<file path="config.mk">
export PLATFORM = sky130hd
export DESIGN_NAME = i2c_rb_slave
export DESIGN_NICKNAME = d
export VERILOG_FILES = /design/src/rtl/i2c_rb_pkg.sv /design/src/rtl/i2c_rb_sync.sv /design/src/rtl/i2c_rb_dp.sv /design/src/rtl/i2c_rb_ctrl.sv /design/src/rtl/i2c_rb_slave.sv
export SDC_FILE = /design/constraint.sdc
export NUM_CORES = 2
export LEC_CHECK = 0
export ABC_CLOCK_PERIOD_IN_PS = 5250
export CORE_MARGIN = 1.5
export CORE_UTILIZATION = 50
export CTS_CLUSTER_DIAMETER = 40
export DETAILED_ROUTE_END_ITERATION = 12
export PLACE_DENSITY = 0.66
export SLEW_MARGIN = 20
export SYNTH_ARGS = -nofsm -noshare
export SYNTH_HDL_FRONTEND = slang
export SYNTH_SLANG_ARGS = --single-unit
</file>
<file path="constraint.sdc">
create_clock -name clk -period 5.25 [get_ports clk]
set_clock_uncertainty 0.2 [all_clocks]
set_input_delay 0.525 -clock clk [delete_from_list [all_inputs] [get_ports clk]]
set_output_delay 0.525 -clock clk [all_outputs]
set_load 0.01 [all_outputs]
</file>
<file path="src/rtl/i2c_rb_pkg.sv">
package i2c_rb_pkg;

  localparam int BYTE_W = 8;

  typedef enum logic [3:0] {
    ST_IDLE,
    ST_ADDR,
    ST_ADDR_ACK,
    ST_PTR,
    ST_PTR_ACK,
    ST_WDATA,
    ST_WDATA_ACK,
    ST_RDATA,
    ST_RACK,
    ST_IGNORE
  } busState_e;

  // Strobes from control to datapath, each one cycle wide
  typedef struct packed {
    logic shiftIn;   // sample SDA into the receive shifter
    logic countBit;  // count a transmitted bit
    logic clrCnt;    // restart the bit counter
    logic loadPtr;   // pointer <= received byte
    logic writeReg;  // bank[pointer] <= received byte
    logic incPtr;    // pointer <= pointer + 1
    logic loadTx;    // transmit shifter <= bank[pointer]
    logic shiftTx;   // present the next transmit bit
  } dpStrobe_t;

endpackage

</file>
<file path="src/rtl/i2c_rb_sync.sv">
module i2c_rb_sync #(
  parameter int STAGES = 2
) (
  input  logic clk,
  input  logic rstN,
  input  logic sclIn,
  input  logic sdaIn,
  output logic sclS,
  output logic sdaS,
  output logic sclRise,
  output logic sclFall,
  output logic startDet,
  output logic stopDet
);

  logic [STAGES-1:0] sclPipe;
  logic [STAGES-1:0] sdaPipe;
  logic sclPrev;
  logic sdaPrev;

  // Idle bus is high, so resetting to ones avoids false edges
  always_ff @(posedge clk or negedge rstN) begin
    if (!rstN) begin
      sclPipe <= '1;
      sdaPipe <= '1;
      sclPrev <= 1'b1;
      sdaPrev <= 1'b1;
    end else begin
      sclPipe <= {sclPipe[STAGES-2:0], sclIn};
      sdaPipe <= {sdaPipe[STAGES-2:0], sdaIn};
      sclPrev <= sclPipe[STAGES-1];
      sdaPrev <= sdaPipe[STAGES-1];
    end
  end

  assign sclS     = sclPipe[STAGES-1];
  assign sdaS     = sdaPipe[STAGES-1];
  assign sclRise  = sclS & ~sclPrev;
  assign sclFall  = ~sclS & sclPrev;
  assign startDet = sclS & sclPrev & sdaPrev & ~sdaS;
  assign stopDet  = sclS & sclPrev & ~sdaPrev & sdaS;

endmodule

</file>
<file path="src/rtl/i2c_rb_dp.sv">
module i2c_rb_dp
  import i2c_rb_pkg::*;
#(
  parameter int ADDR_W = 8
) (
  input  logic              clk,
  input  logic              rstN,
  input  dpStrobe_t         stb,
  input  logic              sdaS,
  output logic [BYTE_W-1:0] rxByte,
  output logic              cntFull,
  output logic              txMsb,
  output logic [ADDR_W-1:0] ptr
);

  localparam int DEPTH = 1 << ADDR_W;
  localparam int CNT_W = $clog2(BYTE_W + 1);

  logic [BYTE_W-1:0] bank [DEPTH];
  logic [BYTE_W-1:0] txShift;
  logic [CNT_W-1:0]  bitCnt;

  for (genvar g = 0; g < DEPTH; g++) begin : g_reg
    logic [BYTE_W-1:0] q;
    always_ff @(posedge clk or negedge rstN) begin
      if (!rstN)
        q <= '0;
      else if (stb.writeReg && ptr == ADDR_W'(g))
        q <= rxByte;
    end
    assign bank[g] = q;
  end

  always_ff @(posedge clk or negedge rstN) begin
    if (!rstN) begin
      bitCnt  <= '0;
      rxByte  <= '0;
      txShift <= '1;
      ptr     <= '0;
    end else begin
      if (stb.clrCnt)
        bitCnt <= '0;
      else if (stb.shiftIn || stb.countBit)
        bitCnt <= bitCnt + 1'b1;

      if (stb.shiftIn)
        rxByte <= {rxByte[BYTE_W-2:0], sdaS};

      if (stb.loadPtr)
        ptr <= rxByte[ADDR_W-1:0];
      else if (stb.incPtr)
        ptr <= ptr + 1'b1;

      if (stb.loadTx)
        txShift <= bank[ptr];
      else if (stb.shiftTx)
        txShift <= {txShift[BYTE_W-2:0], 1'b1};
    end
  end

  assign cntFull = (bitCnt == CNT_W'(BYTE_W));
  assign txMsb   = txShift[BYTE_W-1];

endmodule

</file>
<file path="src/rtl/i2c_rb_ctrl.sv">
module i2c_rb_ctrl
  import i2c_rb_pkg::*;
#(
  parameter logic [6:0] DEV_ADDR = 7'b1000000
) (
  input  logic              clk,
  input  logic              rstN,
  input  logic              sclRise,
  input  logic              sclFall,
  input  logic              sdaS,
  input  logic              startDet,
  input  logic              stopDet,
  input  logic              cntFull,
  input  logic              txMsb,
  input  logic [BYTE_W-1:0] rxByte,
  output dpStrobe_t         stb,
  output busState_e         state,
  output logic              sdaOe
);

  busState_e nextState;
  logic isRead, nextIsRead;
  logic hostAck, nextHostAck;

  always_comb begin
    nextState   = state;
    nextIsRead  = isRead;
    nextHostAck = hostAck;
    stb         = '0;
    if (startDet) begin
      nextState  = ST_ADDR;
      stb.clrCnt = 1'b1;
    end else if (stopDet) begin
      nextState  = ST_IDLE;
      stb.clrCnt = 1'b1;
    end else begin
      unique case (state)
        ST_ADDR, ST_PTR, ST_WDATA: begin
          if (sclRise && !cntFull)
            stb.shiftIn = 1'b1;
          if (sclFall && cntFull) begin
            stb.clrCnt = 1'b1;
            if (state == ST_ADDR) begin
              if (rxByte[BYTE_W-1:1] == DEV_ADDR) begin
                nextState  = ST_ADDR_ACK;
                nextIsRead = rxByte[0];
              end else begin
                nextState = ST_IGNORE;
              end
            end else if (state == ST_PTR) begin
              stb.loadPtr = 1'b1;
              nextState   = ST_PTR_ACK;
            end else begin
              stb.writeReg = 1'b1;
              stb.incPtr   = 1'b1;
              nextState    = ST_WDATA_ACK;
            end
          end
        end
        ST_ADDR_ACK: begin
          if (sclFall) begin
            if (isRead) begin
              stb.loadTx = 1'b1;
              nextState  = ST_RDATA;
            end else begin
              nextState = ST_PTR;
            end
          end
        end
        ST_PTR_ACK, ST_WDATA_ACK: begin
          if (sclFall)
            nextState = ST_WDATA;
        end
        ST_RDATA: begin
          if (sclRise)
            stb.countBit = 1'b1;
          if (sclFall) begin
            if (cntFull) begin
              stb.incPtr = 1'b1;
              stb.clrCnt = 1'b1;
              nextState  = ST_RACK;
            end else begin
              stb.shiftTx = 1'b1;
            end
          end
        end
        ST_RACK: begin
          if (sclRise)
            nextHostAck = ~sdaS;
          if (sclFall) begin
            if (hostAck) begin
              stb.loadTx = 1'b1;
              nextState  = ST_RDATA;
            end else begin
              nextState = ST_IGNORE;
            end
          end
        end
        default: ;
      endcase
    end
  end

  always_ff @(posedge clk or negedge rstN) begin
    if (!rstN) begin
      state   <= ST_IDLE;
      isRead  <= 1'b0;
      hostAck <= 1'b0;
    end else begin
      state   <= nextState;
      isRead  <= nextIsRead;
      hostAck <= nextHostAck;
    end
  end

  // Pull low during our acknowledge bits and for zero data bits
  always_comb begin
    unique case (state)
      ST_ADDR_ACK, ST_PTR_ACK, ST_WDATA_ACK: sdaOe = 1'b1;
      ST_RDATA:                              sdaOe = ~txMsb;
      default:                               sdaOe = 1'b0;
    endcase
  end

endmodule

</file>
<file path="src/rtl/i2c_rb_slave.sv">
module i2c_rb_slave
  import i2c_rb_pkg::*;
#(
  parameter logic [6:0] DEV_ADDR    = 7'b1000000,
  parameter int         ADDR_W      = 8,
  parameter int         SYNC_STAGES = 2
) (
  input  logic clk,
  input  logic rstN,
  input  logic sclIn,
  input  logic sdaIn,
  output logic sdaOe
);

  logic sclSync, sdaSync, sclRise, sclFall, startDet, stopDet;
  logic cntFull, txMsb;
  logic [BYTE_W-1:0] rxByte;
  logic [ADDR_W-1:0] ptrVal;
  dpStrobe_t stb;
  busState_e ctrlState;

  i2c_rb_sync #(.STAGES(SYNC_STAGES)) u_sync (
    .clk(clk), .rstN(rstN), .sclIn(sclIn), .sdaIn(sdaIn),
    .sclS(sclSync), .sdaS(sdaSync), .sclRise(sclRise), .sclFall(sclFall),
    .startDet(startDet), .stopDet(stopDet)
  );

  i2c_rb_ctrl #(.DEV_ADDR(DEV_ADDR)) u_ctrl (
    .clk(clk), .rstN(rstN), .sclRise(sclRise), .sclFall(sclFall),
    .sdaS(sdaSync), .startDet(startDet), .stopDet(stopDet),
    .cntFull(cntFull), .txMsb(txMsb), .rxByte(rxByte),
    .stb(stb), .state(ctrlState), .sdaOe(sdaOe)
  );

  i2c_rb_dp #(.ADDR_W(ADDR_W)) u_dp (
    .clk(clk), .rstN(rstN), .stb(stb), .sdaS(sdaSync),
    .rxByte(rxByte), .cntFull(cntFull), .txMsb(txMsb), .ptr(ptrVal)
  );

endmodule

</file>
==> Word level (Yosys, flattened, before mapping) <==
Index checks and enable logic that the tools add are counted.
{ "totals": {"ff_bits": 2088, "latchBits": 0, "ram_bits": 0, "romBits": 0, "inputBits": 4, "out_inout_bits": 1, "wordCells": 878, "n_memories": 0} }
{ "classes": {"addsub": 2, "mul": 0, "div": 0, "order_cmp": 1, "n_eq_ne": 271, "shifts": 0, "n_mux": 51, "bitwise_logic": 15, "n_reduce_logical": 271} }
{ "ops": {"columns": ["operator", "count"], "rows": [
  ["$eq 8x8->1 const B", 128],
  ["$eq 8x7->1 const B", 64],
  ["$logic_and 1x1->1", 258],
  ["$eq 8x6->1 const B", 32],
  ["$eq 8x5->1 const B", 16],
  ["$bmux 8 s8", 1],
  ["$eq 8x4->1 const B", 8],
  ["$mux 4", 14],
  ["$mux 8", 6],
  ["$eq 8x3->1 const B", 4],
  ["$ne 4x3->1 const B", 6],
  ["$pmux 4 s5", 1],
  ["$eq 4x3->1 const B", 4],
  ["$eq 8x2->1 const B", 2],
  ["$mux 1", 16],
  ["$mux 2", 5],
  ["$mux 5", 2],
  ["$ge 9x9->1 const B", 1],
  ["$not 8->9", 1],
  ["$add 8x1->8 const B", 1],
  ["$eq 4x2->1 const B", 2],
  ["$eq 4x4->1 const B", 2],
  ["$eq 8x1->1 const B", 1],
  ["$logic_not 8->1", 1],
  ["16 further kinds", 35]
]} }

==> Depth between registers and ports, before layout <==
{ "logic_depth": {"depth_word": 10, "depth_mapped": 14, "depth_no_buf": 9} }

==> Hierarchy <==
From an unflattened synthesis, not the netlist that was laid out.
{ "unflattened": {"cells_unflattened": 6255, "hier_area_um2": 95507.8} }
{ "by_module_without_submodules": {"columns": ["mod", "instances", "cells_per_inst", "area_each_um2", "seq_area_each_um2"], "rows": [
  ["i2c_rb_dp", 1, 6167, 94752.1, 51959.8],
  ["i2c_rb_ctrl", 1, 78, 565.5, 150.1],
  ["i2c_rb_sync", 1, 10, 190.2, 157.7]
]} }

==> Least setup slack after synthesis <==
OpenSTA, ideal clock, no wires.
{ "synth_timing": {"path_kind": "reg-to-reg", "from": "reg u_dp.ptr[0]", "to": "reg u_dp.g_reg[72].q[0]", "setup_time_ns": 0.128, "arrival_time_ns": 3.068, "required_time_ns": 4.922, "path_slack_ns": 1.855, "path_stages_with_launch": 15, "path_buffers": 8, "synth_period_minus_slack_ns": 3.395, "path_cell_list": "dfrtp_1 > buf_4 > buf_4 > buf_4 > buf_6 > buf_4 > buf_4 > inv_1 > ha_1 > and2_1 > buf_4 > nand2_4 > buf_6 > nor2_8 > mux2_1"} }
{ "synth_between": {"elab_chain_len": 2} }
{ "synth_lines": {"columns": ["item", "line_no", "source"], "rows": [
  ["start: declaration", "i2c_rb_dp.sv:13", "output logic [ADDR_W-1:0] ptr"],
  ["start signal: assignment", "i2c_rb_dp.sv:50", "ptr <= rxByte[ADDR_W-1:0];"],
  ["start signal: assignment", "i2c_rb_dp.sv:52", "ptr <= ptr + 1'b1;"],
  ["$eq 8x7->1", "i2c_rb_dp.sv:28", "else if (stb.writeReg && ptr == ADDR_W'(g))"],
  ["$logic_and 1x1->1", "i2c_rb_dp.sv:28", null],
  ["end signal: assignment", "i2c_rb_dp.sv:29", "q <= rxByte;"],
  ["end: declaration", "i2c_rb_dp.sv:24", "logic [BYTE_W-1:0] q;"]
]} }
No other way between the ends.
A chain may end at the register's enable or synchronous reset.

==> Final worst setup path <==
{ "layout_timing": {"from": "reg u_dp.ptr[1]", "to": "reg u_dp.txShift[0]"} }
{ "layout_between": {"elab_chain_len": 5} }
{ "layout_lines": {"columns": ["item", "line_no", "source"], "rows": [
  ["$not 8->9 (not written as such)", "i2c_rb_dp.sv:55", "txShift <= bank[ptr];"],
  ["$bmux 8 s8", "i2c_rb_dp.sv:55", null],
  ["$mux 8 (not written as such) (2 in a row)", "i2c_rb_dp.sv:55", null],
  ["$mux 8", "i2c_rb_dp.sv:54", "if (stb.loadTx)"],
  ["end signal: assignment", "i2c_rb_dp.sv:55", null],
  ["end signal: assignment", "i2c_rb_dp.sv:57", "txShift <= {txShift[BYTE_W-2:0], 1'b1};"],
  ["end: declaration", "i2c_rb_dp.sv:20", "logic [BYTE_W-1:0] txShift;"]
]} }
No other way between the ends. The select of a mux whose other input is x is not followed.

==> flow_summary.ini <==
[synth]
syn_nets = 6344
syn_area_mm2 = 0.0977
async_reset_ff_share_pct = 100
yosysTopAreaCellShare_pct = 53.1
yosys-top-cells-count = dfrtp_1 (2074), mux2_2 (1934), mux4_2 (443)
ys.flop_type = dfrtp_1
synth_cells = 6334
synth_area_leader_cell = dfrtp_1
synth_area_per_cell_um2 = 15.4
yosysMostFrequentCell = dfrtp_1
yosys-top-cells-area = dfrtp_1 (53%), mux2_2 (22%), mux4_2 (10%), nor2_8 (2.1%), mux2i_1 (1.9%)
synth_cell_type_count = 79
synth_edf_count = 0
synth-seq-cells = 2088
ys_warn_count = 0
synth-seq-area-share_pct = 53.5

[worst_setup_path]
critPathLaunch = u_dp.ptr[1]
path_cells = and2_2, a2111oi_0, buf_4, o221ai_1, nand4_1, a2111oi_0, a41oi_1
crit_type = reg2reg
cpMostUsedCell = a2111oi_0
critPathLaunchType = register
crit_path_max_incr_delay_ps = 950
cp_top_family = compound AO/OA/AOI/OAI gates
path_buf_inv = 1
ff2ff_setup_slack_ps = 840
worstReg2RegEnd = u_dp.txShift[0]
worstReg2RegStart = u_dp.ptr[1]
crit_arrival_ps = 5030
cp_data_required_time_ps = 5870
critPathCaptureType = register
rr_worst_depth = 7
crit_path_top_delay_cell = a2111oi_0
cp_max_fo = 30

[finish]
post-route-util_pct = 57.5
final_area_mm2 = 0.112
fill_cells = 15100
area_growth_pct = 14.5
drive_gt1_share_pct = 51.5
nets = 6410

[sta]
setup_viol = 0
relSlewSlack_pct = 17.7
fmax_ghz = 0.227
worst_pin_slew_ps = 1200
fin_setup_tns_ps = 0
drv_slew = 0
fin_crit_ps = 4410
hold-worst-slack_ps = 56.3
finalCritPeriodShare_pct = 84.0
rsz0062_at_grt = no
hold_viol = 0

[grt]
grt_pass1_vias = 60700
antenna_found_initial = 8
grt_max_degree = 232
grt_pass1_wl_um = 421000
grt_usage_pct = 28.7
grt_remaining_overflow = 0

[clock_tree]
insertion_delay_ps = 940
cts_setup_buffers = 0
cts-htree-levels = 5
clkSinkCount = 2088
clock_path_buffers = 4
clkTransAtPathRegs_ps = 60
cts_root_buf = clkbuf_16
cts_tree = yes
cts_buffers = 319

[die]
core_area_mm2 = 0.195
initial_core_util_pct = 50.2
die_y_um = 445
io_pins = 5
num_rows = 162
die_area_mm2 = 0.198
die_w_um = 445

[routing]
routed_via_density = 6.33
drtIter0Drc = 5031
num_vias = 58200
wirelength_um = 280000
route.antenna.remaining_nets = 0
firstDrtPassIters = 6
drcViolationCount = 0
wl_per_cell_um = 30.5

[flow_run]
maxCapViolations = 0

[min_path]
hold_path_class = in2async

[power]
leakage_nw = 54.1
finalPower_mw = 38.4
combPwrFrac_pct = 1.9
clkPwrFrac_pct = 56.0
internal_power_mw = 29.8
switching_share_pct = 22.4
vdd_drop_max_v = 0.000339
power_density_mw_per_mm2 = 343
pwr-share-seq_pct = 42.1
power.switching_mw = 8.59

[run_status]
run_status = completed

[placement]
placed_cell_area_mm2 = 0.101
place_hpwl_um = 176000
io_buffers = 4
place_congestion = 0.930
worst max-delay path by stage:
stage                     endpoint  depth (start not counted)
6_report           u_dp.txShift[0]                          7
3_3_place_gp       u_dp.txShift[7]                         10
5_1_grt            u_dp.txShift[2]                          9
4_1_cts            u_dp.txShift[2]                          9
3_5_place_dp       u_dp.txShift[2]                          9
2_1_floorplan  u_dp.g_reg[72].q[0]                         14
layout make-up:
type	instances	area (µm²)	share of cell area [%]
flip-flops and latches	2088	52300	46.8
multi-input cells	3758	43200	38.7
clock buffers	395	8720	7.80
well taps	2542	3180	2.84
repair buffers	220	2200	1.97
clock inverters	173	2110	1.89
inverters	13	51.3	0.0459
diodes	3	7.51	0.00671
registers in the layout, indices dropped and copies added (netlist names):
name and cells:
u_ctrl.hostAck 1, u_ctrl.isRead 1, u_ctrl.state 4, u_dp.bitCnt 4, u_dp.g.q 2048, u_dp.ptr 8
u_dp.rxByte 8, u_dp.txShift 8, u_sync.sclPipe 2, u_sync.sclPrev 1, u_sync.sdaPipe 2, u_sync.sdaPrev 1
layout by cell type, fill, tap and decap left out, types with 10 or more instances in the layout:
cell / instances
dfrtp_1: 2060
mux2_2: 1934
mux4_2: 443
clkbuf_16: 326
mux2i_1: 181
buf_4: 173
mux2_1: 142
nand2_1: 130
nor2_2: 106
nor2_8: 102
a22oi_1: 90
nor2_1: 72
o21ai_0: 66
a21oi_1: 64
nand3_1: 61
o22ai_1: 56
clkbuf_1: 39
buf_12: 38
clkinv_2: 36
clkinvlp_4: 35
bufinv_16: 35
inv_6: 32
clkbuf_8: 30
clkinv_4: 27
nor2_4: 25
o221ai_1: 19
nand2b_1: 16
nor3_1: 15
a211oi_1: 14
a31oi_1: 14
dfstp_2: 14
nor2b_1: 13
dfrtp_4: 13
nand2_4: 12
inv_1: 11
a22o_1: 11
nand4_1: 10
o211ai_1: 10
worst reg2reg max path: cells and delay by family, from the launching register on:
family | cells | cell delay (ps)
compound gates | 4 | 1770
simple gates | 2 | 1140
flops | 1 | 930
buf+inv | 1 | 250
what timing repair did:
action,CTS,global route
resized for setup,0,0
hold buffers,3,0
setup endpoints to repair,0,0
hold endpoints to repair,158,0
kinds of logic after synthesis:
kind of cell / Yosys count / synth area share [%]
fa+ha+maj: 6 / 0.0769
simple gates: 627 / 5.10
compound gates: 422 / 2.95
flops: 2088 / 53.5
xor+xnor: 3 / 0.0269
mux: 2700 / 36.0
buf+inv: 488 / 2.31
per-layer routing:
| layer | share of wire (%) | vias up | wire [µm] | GRT usage [%] |
|---|---|---|---|---|
| met5 | 0.0046 | - | 13 | 0 |
| met4 | 4.1 | 2 | 11400 | 11.1 |
| met3 | 6.9 | 601 | 19400 | 6.17 |
| met2 | 45 | 1908 | 127000 | 43.3 |
| met1 | 44 | 31800 | 122000 | 40.8 |
| li1 | - | 23900 | - | - |
power groups by stage:
stage	sequential (mW)	clock, mW	combinational [mW]
final	16.2	21.5	0.717
after global routing	16.2	22.5	0.794
after CTS	16.2	21.8	0.724
after detailed placement	16.4	0	0.719
after global placement	16.4	0	0.708
after floorplan	16.4	0	0.204
through the flow:
stage / worst slack (ps) / instances
after CTS: 955 / 9187
after detailed placement: 985 / 8616
after global placement: 626 / 8616
final: 841 / 9192
after floorplan: 1850 / 6334
after global routing: 596 / 9190
Power figures use the tool's default switching activity.
